`src/rtl/ctl_tag_pkg.sv`:
```
package ctl_tag_pkg;
  // Fixed EtherType announcing the inserted control tag
  localparam logic [15:0] CTL_ETYPE = 16'hDADC;
  // Header word flag positions decoded by the switch
  localparam int HDR_DIR_BIT = 15;
  localparam int HDR_TRL_BIT = 11;
  // Byte counts of inserted pieces
  localparam int TAG_BYTES = 4;
  localparam int TRL_BYTES = 4;
  // Trailer field layout
  localparam int MASK_BITS = 11;
  localparam int POS_W     = 11;
  localparam int PRIO_LSB  = 21;
  localparam int SWID_LSB  = 12;
  localparam int MASK_LSB  = 1;

  typedef enum logic [1:0] {
    SEQ_COPY = 2'd0,
    SEQ_HDR  = 2'd1,
    SEQ_TRL  = 2'd2
  } seq_state_t;
endpackage

```
`src/rtl/ctl_tag_fields.sv`:
```
module ctl_tag_fields
  import ctl_tag_pkg::*;
#(
  parameter int LEN_W      = 12,
  parameter int PORT_W     = 4,
  parameter int NUM_PORTS  = 11,
  parameter int MAX_TAGGED = 2047
) (
  input  logic              clk,
  input  logic              rst_n,
  input  logic              cap_en,
  input  logic              sb_ctrl,
  input  logic [LEN_W-1:0]  sb_len,
  input  logic [2:0]        sb_prio,
  input  logic [3:0]        sb_swid,
  input  logic [PORT_W-1:0] sb_port,
  output logic              tag_now,
  output logic              tag_q,
  output logic              err_o,
  output logic [15:0]       hdr_word,
  output logic [31:0]       trl_word
);
  localparam int SUM_W = LEN_W + 1;

  logic [SUM_W-1:0]  full_len;
  logic              fits;
  logic              tag_d, err_d;
  logic [POS_W-1:0]  len_q, len_d;
  logic [2:0]        prio_q, prio_d;
  logic [3:0]        swid_q, swid_d;
  logic [PORT_W-1:0] port_q, port_d;
  logic [POS_W-1:0]  pos;
  logic [MASK_BITS-1:0] mask;

  // Size check on the live sideband: input length plus tag and trailer
  assign full_len = {1'b0, sb_len} + SUM_W'(TAG_BYTES + TRL_BYTES);
  assign fits     = (full_len <= SUM_W'(MAX_TAGGED));
  assign tag_now  = sb_ctrl & fits;

  // Next-state: capture on the first accepted beat, otherwise hold
  always_comb begin
    tag_d  = tag_q;
    len_d  = len_q;
    prio_d = prio_q;
    swid_d = swid_q;
    port_d = port_q;
    err_d  = cap_en & sb_ctrl & ~fits;
    if (cap_en) begin
      tag_d  = tag_now;
      len_d  = sb_len[POS_W-1:0];
      prio_d = sb_prio;
      swid_d = sb_swid;
      port_d = sb_port;
    end
  end

  always_ff @(posedge clk or negedge rst_n) begin
    if (!rst_n) begin
      tag_q  <= 1'b0;
      len_q  <= '0;
      prio_q <= '0;
      swid_q <= '0;
      port_q <= '0;
    end else if (cap_en) begin
      tag_q  <= tag_d;
      len_q  <= len_d;
      prio_q <= prio_d;
      swid_q <= swid_d;
      port_q <= port_d;
    end
  end

  always_ff @(posedge clk or negedge rst_n) begin
    if (!rst_n) err_o <= 1'b0;
    else        err_o <= err_d;
  end

  // Trailer start offset: frame length once the tag is in place
  assign pos = len_q + POS_W'(TAG_BYTES);

  // One-hot destination mask, one decoder bit per mask position
  for (genvar k = 0; k < MASK_BITS; k++) begin : g_mask
    if (k < NUM_PORTS) begin : g_live
      assign mask[k] = (port_q == PORT_W'(k));
    end else begin : g_dead
      assign mask[k] = 1'b0;
    end
  end

  always_comb begin
    hdr_word              = '0;
    hdr_word[HDR_DIR_BIT] = 1'b1;
    hdr_word[HDR_TRL_BIT] = 1'b1;
    hdr_word[POS_W-1:0]   = pos;
    trl_word                               = '0;
    trl_word[PRIO_LSB +: 3]                = prio_q;
    trl_word[SWID_LSB +: 4]                = swid_q;
    trl_word[MASK_LSB +: MASK_BITS]        = mask;
  end
endmodule

```
`src/rtl/ctl_tag_seq.sv`:
```
module ctl_tag_seq
  import ctl_tag_pkg::*;
#(
  parameter int MAC_BYTES = 12
) (
  input  logic       clk,
  input  logic       rst_n,
  input  logic       s_valid,
  input  logic       s_last,
  input  logic       m_ready,
  input  logic       tag_now,
  input  logic       tag_q,
  output logic       s_ready,
  output logic       m_valid,
  output logic       m_last,
  output logic       cap_en,
  output seq_state_t state_o,
  output logic [1:0] idx_o
);
  localparam int CNT_W = $clog2(MAC_BYTES + 1);

  seq_state_t       state_q, state_d;
  logic [1:0]       idx_q, idx_d;
  logic [CNT_W-1:0] cnt_q, cnt_d;
  logic             sof_q, sof_d;
  logic             tag_eff, in_acc, ce;

  // On the first beat the captured flag is not loaded yet: use the live one
  assign tag_eff = sof_q ? tag_now : tag_q;
  assign in_acc  = (state_q == SEQ_COPY) & s_valid & m_ready;
  assign cap_en  = in_acc & sof_q;
  assign ce      = in_acc | ((state_q != SEQ_COPY) & m_ready);

  // Handshake and framing outputs
  always_comb begin
    s_ready = 1'b0;
    m_valid = 1'b1;
    m_last  = 1'b0;
    unique case (state_q)
      SEQ_COPY: begin
        s_ready = m_ready;
        m_valid = s_valid;
        m_last  = s_last & ~tag_eff;
      end
      SEQ_HDR: m_last = 1'b0;
      SEQ_TRL: m_last = (idx_q == 2'd3);
      default: m_valid = 1'b0;
    endcase
  end

  // Next-state
  always_comb begin
    state_d = state_q;
    idx_d   = idx_q;
    cnt_d   = cnt_q;
    sof_d   = sof_q;
    unique case (state_q)
      SEQ_COPY: begin
        if (in_acc) begin
          sof_d = s_last;
          if (s_last) begin
            cnt_d = '0;
            if (tag_eff) begin
              state_d = SEQ_TRL;
              idx_d   = 2'd0;
            end
          end else begin
            if (cnt_q != CNT_W'(MAC_BYTES)) cnt_d = cnt_q + 1'b1;
            if (tag_eff && (cnt_q == CNT_W'(MAC_BYTES - 1))) begin
              state_d = SEQ_HDR;
              idx_d   = 2'd0;
            end
          end
        end
      end
      SEQ_HDR, SEQ_TRL: begin
        idx_d = idx_q + 1'b1;
        if (idx_q == 2'd3) state_d = SEQ_COPY;
      end
      default: state_d = SEQ_COPY;
    endcase
  end

  always_ff @(posedge clk or negedge rst_n) begin
    if (!rst_n) begin
      state_q <= SEQ_COPY;
      idx_q   <= '0;
      cnt_q   <= '0;
      sof_q   <= 1'b1;
    end else if (ce) begin
      state_q <= state_d;
      idx_q   <= idx_d;
      cnt_q   <= cnt_d;
      sof_q   <= sof_d;
    end
  end

  assign state_o = state_q;
  assign idx_o   = idx_q;
endmodule

```
`src/rtl/ctl_tag_mux.sv`:
```
module ctl_tag_mux
  import ctl_tag_pkg::*;
(
  input  seq_state_t  state,
  input  logic [1:0]  idx,
  input  logic [7:0]  s_data,
  input  logic [15:0] hdr_word,
  input  logic [31:0] trl_word,
  output logic [7:0]  m_data
);
  logic [31:0] tag_word;
  logic [4:0]  sel;

  assign tag_word = {CTL_ETYPE, hdr_word};
  // Big-endian byte order: index 0 takes the top byte
  assign sel      = {~idx, 3'b000};

  always_comb begin
    unique case (state)
      SEQ_HDR: m_data = tag_word[sel +: 8];
      SEQ_TRL: m_data = trl_word[sel +: 8];
      default: m_data = s_data;
    endcase
  end
endmodule

```
`src/rtl/ctl_tag_inserter.sv`:
```
module ctl_tag_inserter
  import ctl_tag_pkg::*;
#(
  parameter int LEN_W      = 12,
  parameter int PORT_W     = 4,
  parameter int NUM_PORTS  = 11,
  parameter int MAC_BYTES  = 12,
  parameter int MAX_TAGGED = 2047
) (
  input  logic              clk,
  input  logic              rst_n,
  input  logic [7:0]        s_data,
  input  logic              s_valid,
  output logic              s_ready,
  input  logic              s_last,
  input  logic              sb_ctrl,
  input  logic [LEN_W-1:0]  sb_len,
  input  logic [2:0]        sb_prio,
  input  logic [3:0]        sb_swid,
  input  logic [PORT_W-1:0] sb_port,
  output logic [7:0]        m_data,
  output logic              m_valid,
  input  logic              m_ready,
  output logic              m_last,
  output logic              err_o
);
  logic [1:0]  rst_sync;
  logic        rst_int_n;
  logic        cap_en, tag_now, frame_tag;
  logic [15:0] hdr_word;
  logic [31:0] trl_word;
  seq_state_t  state;
  logic [1:0]  idx;

  // Reset asserts at once and releases two clock edges later
  always_ff @(posedge clk or negedge rst_n) begin
    if (!rst_n) rst_sync <= 2'b00;
    else        rst_sync <= {rst_sync[0], 1'b1};
  end
  assign rst_int_n = rst_sync[1];

  ctl_tag_fields #(
    .LEN_W(LEN_W), .PORT_W(PORT_W), .NUM_PORTS(NUM_PORTS), .MAX_TAGGED(MAX_TAGGED)
  ) u_fields (
    .clk(clk), .rst_n(rst_int_n), .cap_en(cap_en),
    .sb_ctrl(sb_ctrl), .sb_len(sb_len), .sb_prio(sb_prio),
    .sb_swid(sb_swid), .sb_port(sb_port),
    .tag_now(tag_now), .tag_q(frame_tag), .err_o(err_o),
    .hdr_word(hdr_word), .trl_word(trl_word)
  );

  ctl_tag_seq #(.MAC_BYTES(MAC_BYTES)) u_seq (
    .clk(clk), .rst_n(rst_int_n),
    .s_valid(s_valid), .s_last(s_last), .m_ready(m_ready),
    .tag_now(tag_now), .tag_q(frame_tag),
    .s_ready(s_ready), .m_valid(m_valid), .m_last(m_last),
    .cap_en(cap_en), .state_o(state), .idx_o(idx)
  );

  ctl_tag_mux u_mux (
    .state(state), .idx(idx), .s_data(s_data),
    .hdr_word(hdr_word), .trl_word(trl_word), .m_data(m_data)
  );
endmodule

```
`config.mk`:
```
export PLATFORM = sky130hd
export DESIGN_NAME = ctl_tag_inserter
export DESIGN_NICKNAME = d
export VERILOG_FILES = /design/src/rtl/ctl_tag_pkg.sv /design/src/rtl/ctl_tag_fields.sv /design/src/rtl/ctl_tag_seq.sv /design/src/rtl/ctl_tag_mux.sv /design/src/rtl/ctl_tag_inserter.sv
export SDC_FILE = /design/constraint.sdc
export NUM_CORES = 1
export LEC_CHECK = 0
export ABC_CLOCK_PERIOD_IN_PS = 2300
export BUFFER_PORTS_ARGS = -buffer_cell sky130_fd_sc_hd__buf_4
export CORE_UTILIZATION = 54
export DETAILED_ROUTE_END_ITERATION = 6
export HOLD_SLACK_MARGIN = 0.1
export PLACE_DENSITY = 0.81
export SLEW_MARGIN = 0
export SYNTH_ARGS = -nofsm -noshare
export SYNTH_HDL_FRONTEND = slang
export SYNTH_SLANG_ARGS = --single-unit
```
`constraint.sdc`:
```
create_clock -name clk -period 2.3 [get_ports clk]
set_input_delay 0.46 -clock clk [delete_from_list [all_inputs] [get_ports clk]]
set_output_delay 0.46 -clock clk [all_outputs]
set_load 0.01 [all_outputs]
```
* Word level (Yosys, flattened, before mapping) *
Cells that the tools add are included.

storage, ports and cells
  register bits after elaboration = 35
  input port bits = 37
  output and inout port bits = 12
  word-level logic and storage cells = 78

operators by class
  add/subtract/negate cells = 4
  magnitude comparators = 1
  eq/ne operators = 19
  shifts and indexed selects = 2
  multiplexer cells = 18
  bitwise gates (word level) = 12
  reductions and logical operators = 11

operator list
  operator                                                                 count
  32-bit by 6-bit indexed part select with 8-bit output                    2
  2-bit 2-to-1 mux                                                         9
  4-bit by 3-bit == test with 1-bit output, second input constant          4
  4-bit == test, second input constant                                     4
  8-bit one-hot mux with 2 select lines                                    1
  12-bit by 4-bit adder with 13-bit output, second input constant          1
  13-bit by 11-bit <= comparator with 1-bit output, second input constant  1
  11-bit by 3-bit adder with 11-bit output, second input constant          1
  5-bit AND reduction                                                      2
  1-bit AND                                                                8
  4-bit by 2-bit == test with 1-bit output, second input constant          2
  4-bit 2-to-1 mux                                                         2
  2-bit one-hot mux with 2 select lines                                    2
  2-bit nonzero test                                                       3
  4-bit by 1-bit adder with 4-bit output, second input constant            1
  2-bit == test, second input constant                                     2
  4-bit by 1-bit == test with 1-bit output, second input constant          1
  4-bit zero test                                                          1
  2-bit by 1-bit != test with 1-bit output, second input constant          2
  4-bit != test, second input constant                                     1
  1-bit one-hot mux with 2 select lines                                    2
  4-bit AND reduction                                                      1
  3-bit by 2-bit != test with 1-bit output, second input constant          1
  3-bit != test, second input constant                                     1
  10 further kinds                                                         12

* Logic depth before layout (Yosys ltp) *
  depth in word-level cells = 9
  gate-level depth with buffers = 8
  mapped depth without buffers = 8

* Hierarchy *
Synthesis repeated with hierarchy kept, for this count alone.

second synthesis, totals
  cell total of the unflattened synthesis = 262
  area total of the unflattened synthesis = 2632.5 µm²

modules (own cells, without submodules)
  module            times used  cells each  area an instance (µm²)  seq. area each (µm²)
  ctl_tag_fields    1           128         1395.1                  600.6
  ctl_tag_seq       1           75          674.4                   226.5
  ctl_tag_mux       1           56          509.2                   0.0
  ctl_tag_inserter  1           3           53.8                    50.0

* Least setup slack after synthesis *
Ideal clock, no wire load.

  path kind = input port to flip-flop
  from = input port sb_len[3]
  to = register u_seq.state_q[0] (netlist: u_seq.state_o[0])
  library setup time = 0.125 ns
  arrival = 2.113 ns
  required time = 2.175 ns
  setup slack = 0.062 ns
  stages on the path = 7
  path buffers = 0
  cell sequence = ha_1 > nand3_1 > nor2_1 > mux2i_4 > nand3_1 > a2111oi_2 > mux2_4

between the ends
  longest elaborated chain between the ends = 7
  elaborated cells between the ends (all ways) = 8
  those cells by class = 1 x add/sub; 1 x order compare; 2 x eq/ne; 1 x mux; 1 x bitwise; 2 x reduce/logical

ends and longest elaborated chain
  item                                                  line                    RTL
  start: declaration                                    ctl_tag_inserter.sv:17  input logic [LEN_W-1:0] sb_len,
  12-bit by 4-bit adder with 13-bit output (*)          ctl_tag_fields.sv:36    assign full_len = {1'b0, sb_len} + SUM_W'(TAG_BYTES + TRL_BYTES);
  13-bit by 11-bit <= comparator with 1-bit output (*)  ctl_tag_fields.sv:37    assign fits = (full_len <= SUM_W'(MAX_TAGGED));
  1-bit AND (*)                                         ctl_tag_fields.sv:38    assign tag_now = sb_ctrl & fits;
  1-bit 2-to-1 mux (*)                                  ctl_tag_seq.sv:29       assign tag_eff = sof_q ? tag_now : tag_q;
  1-bit logical AND                                     ctl_tag_seq.sv:69       if (tag_eff && (cnt_q == CNT_W'(MAC_BYTES - 1))) begin
  3-bit != test (no source line)                        --
  5-bit AND reduction (no source line) (*)              --
  end signal: assignment                                ctl_tag_seq.sv:91       state_q <= state_d;
  end: declaration                                      ctl_tag_seq.sv:22       seq_state_t state_q, state_d;

Every way passes the cells marked *; elsewhere a longest branch is shown, timed or not.
A chain may end at the register's enable or synchronous reset.

* Worst setup path in the final report *
  from = register u_fields.len_q[4]
  to = output port m_data[7]

between the ends
  longest elaborated chain between the ends = 3

ends and longest elaborated chain
  item                                                   line                    RTL
  start: declaration                                     ctl_tag_fields.sv:28    logic [POS_W-1:0] len_q, len_d;
  start signal: assignment                               ctl_tag_fields.sv:66    len_q <= len_d;
  11-bit by 3-bit adder with 11-bit output               ctl_tag_fields.sv:79    assign pos = len_q + POS_W'(TAG_BYTES);
  32-bit by 6-bit indexed part select with 8-bit output  ctl_tag_mux.sv:20       SEQ_HDR: m_data = tag_word[sel +: 8];
  8-bit one-hot mux with 2 select lines                  ctl_tag_mux.sv:19       unique case (state)
  end: declaration                                       ctl_tag_inserter.sv:21  output logic [7:0] m_data,

Every way passes these cells.

==> impl_metrics.csv <==
group,metric,value,unit
layout,final_area,0.00313,mm²
global_route,grt_antenna_before_repair,0,
global_route,grt-ovfl-total,0,
place,preCtsSetupSlack,-177,ps
critical_path,cp.arrival,1970,ps
route,ant_nets,0,
route,viasPerCell,6.02,
critical_path,path_buf_inv,1,
cts,clockBufferDepth,2,
sta,final-hold-violation-count,0,
floorplanning,fp.dieW,66.2,µm
sta,rsz0062_at_grt,"true",
logic_synthesis,syn_avg_cell_area,9.73,µm²
critical_path,critPathMaxFanout,4,
place,dpl_cell_area,0.00271,mm²
route,drt_wl_total,6150,µm
sta,finalMaxSlewViolations,0,
sta,setup_tns,-150,ps
cts,clock_sinks,35,
sta,timing.max_slew.rel_slack,0.629,
floorplanning,dieArea,0.00439,mm²
critical_path,setup.worst_path.class,"reg -> out",
layout,area_delta_synth_final,40.3,%
pwr,p_total,3.90,mW
logic_synthesis,synth_edf_count,0,
status,status,"finished, violations left",
critical_path,worstPathRequired,1840,ps
cts,cts-root-buf,"clkbuf_8",
critical_path,worstRegToRegCells,6,
floorplanning,io_pins,49,
cts,cts_tree,"done",
critical_path,cp_top_family,"compound AO/OA/AOI/OAI gates",
critical_path,critPathCaptureType,"output port",
layout,finalNetCount,349,
sta,worstMarginPinSlew,551,ps
route,vias,2118,
place,io_buffers,48,
floorplanning,start_util,0.587,
place,dpl.hpwl,3850,µm
layout,n_antenna_cell,0,
pwr,power.leakage,1.38,nW
cts,clock_latency,290,ps
route,first_pass_iters,4,
cts,clkSlewWorstSetupHoldPaths,70,ps
logic_synthesis,synth_top_flop_cell,"dfrtp_1",
logic_synthesis,synth_warnings,0,
critical_path,slowest_delay,440,ps
place,dp.cells,327,
critical_path,path_cells,"and3_4 > nand3_2 > xor2_1 > a22o_1 > a32oi_1 > mux2_4 > buf_6",
route,drc,0,
sta,min_period_over_period,1.05,
logic_synthesis,netlist_area,0.00223,mm²
logic_synthesis,async_flop_share,1.00,
status,violations,"setup timing",
critical_path,worst_setup_path_start_kind,"flop",
global_route,grt.total_usage,0.280,
place,place_congestion,0.873,
logic_synthesis,syn_nets,275,
global_route,grt_pass1_wl,9190,µm
cts,numCtsBuffers,5,
route,drt_iter0_drc,129,
logic_synthesis,seq_area_frac_synth,0.394,
cts,htree_levels,2,
sta,finClkSkew,5.13,ps
route,wire_per_inst,17.5,µm
pwr,peakVddDrop,0.000673,V
global_route,grt_pass1_vias,1989,
layout,drive_above_1_share,0.451,
run,maxCapViolCount,0,
critical_path,worst-path-stages,7,
critical_path,crit_path_top_delay_cell,"dfrtp_1",
logic_synthesis,ys_ff_latch,35,
floorplanning,die_h,66.2,µm
sta,clock.fmax,412,MHz
pwr,p_per_area,1250,mW/mm²
sta,setup_viol,2,
floorplanning,rows,22,
logic_synthesis,synthDistinctLibCells,45,
worst_hold_path,hold_path_class,"reg -> async",
sta,period_minus_slack,2430,ps
sta,worst_slack,-126,ps
global_route,grt_max_degree,34,
logic_synthesis,synth_cells,229,
floorplanning,coreArea,0.00380,mm²
layout,instances_no_fill,352,
synthesized netlist by cell type (3+ instances only):
cell,n,area share
nand4_1,6,0.017
nor2_1,18,0.030
a21oi_1,12,0.027
o21a_1,3,0.010
clkbuf_1,11,0.019
ha_1,9,0.051
a22o_1,3,0.012
nand3_1,13,0.029
nand2_1,14,0.024
inv_1,10,0.017
xor2_1,6,0.024
nor2b_1,9,0.025
dfrtp_1,34,0.38
a32oi_1,3,0.012
o21ai_0,10,0.022
mux2_2,24,0.12
a31oi_1,6,0.017
worst paths after layout:
check | from | endpoint | slack [ps]
max | u_fields.len_q[4] | m_data[7] | -130
min | rst_sync[1] | u_fields.len_q[0] | 270
max reg2reg | u_seq.cnt_q[0] | u_seq.state_o[0] | 330
min reg2reg | rst_sync[1] | u_fields.len_q[0] | 270
max in group asynchronous | rst_sync[1] | u_seq.sof_q | 1700
min in group clk | rst_sync[0] | rst_sync[1] | 350
timing repair:
action	4_1_cts	5_1_grt
endpoints found under the setup margin	9	10
hold endpoints to repair	2	0
gates resized for setup	22	26
hold buffers	1	0
buffers inserted	14	5
pin swaps	9	23
flip-flops by register name (all words and copies together), names as in the netlist, 2 cells and up:
register,cells
u_seq.state_o,2
u_fields.prio_q,3
u_seq.cnt_q,4
u_fields.port_q,4
u_fields.len_q,11
u_seq.idx_o,2
u_fields.swid_q,4
rst_sync,2
stage by stage:
stage | hold slack, ps | util
4_1_cts | 285 | 0.786
2_1_floorplan | 164 | -
3_5_place_dp | 244 | 0.713
3_3_place_gp | 243 | 0.713
6_report | 272 | 0.823
5_1_grt | 326 | 0.823
cell usage in the layout, fill, tap and decap left out, types with 6 or more instances in the layout:
cell      netlist  layout
a21oi_1        12      11
a31oi_1         6       6
buf_4           0      68
buf_6           0       9
clkbuf_8        0       7
dfrtp_1        34      32
inv_1          10       8
mux2_2         24      22
nand2_1        14      14
nand3_1        13      10
nand4_1         6       6
nor2_1         18      16
nor2b_1         9       7
xor2_1          6       6
cells by family (layout without fill, tap and decap cells):
kind of cell	Yosys count	after routing	share of synthesized area
and+or+nand+nor	71	71	0.160
AOI/OAI and AO/OA	57	57	0.187
muxes	27	27	0.143
buffers and inverters	22	97	0.0371
adders and majority gates	9	9	0.0505
DFF	35	35	0.394
other	1	1	0.00168
xor gates and xnor gates	7	7	0.0275
power breakdown:
group / internal, mW / switching, mW / total, mW
Combinational: 1.16 / 0.989 / 2.15
Sequential: 0.893 / 0.356 / 1.25
Clock: 0.273 / 0.224 / 0.498
Total: 2.33 / 1.57 / 3.90
metal layers:
metal / share of wire / vias to the layer above / GRT usage
li1: - / 986 / -
met3: 0.053 / 11 / 0.0586
met1: 0.42 / 1038 / 0.358
met2: 0.51 / 83 / 0.473
met4: 0.014 / 0 / 0.0824
met5: 0 / - / 0
cell type report:
cell class / instances / area [µm²]
Clock buffer: 8 / 100
Fill cell: 244 / 672
Inverter: 10 / 40.0
Multi-Input combinational cell: 172 / 1410
Sequential cell: 35 / 880
Tap cell: 48 / 60.1
Timing Repair Buffer: 79 / 637
Note: power is estimated with default switching activity, not from simulation.
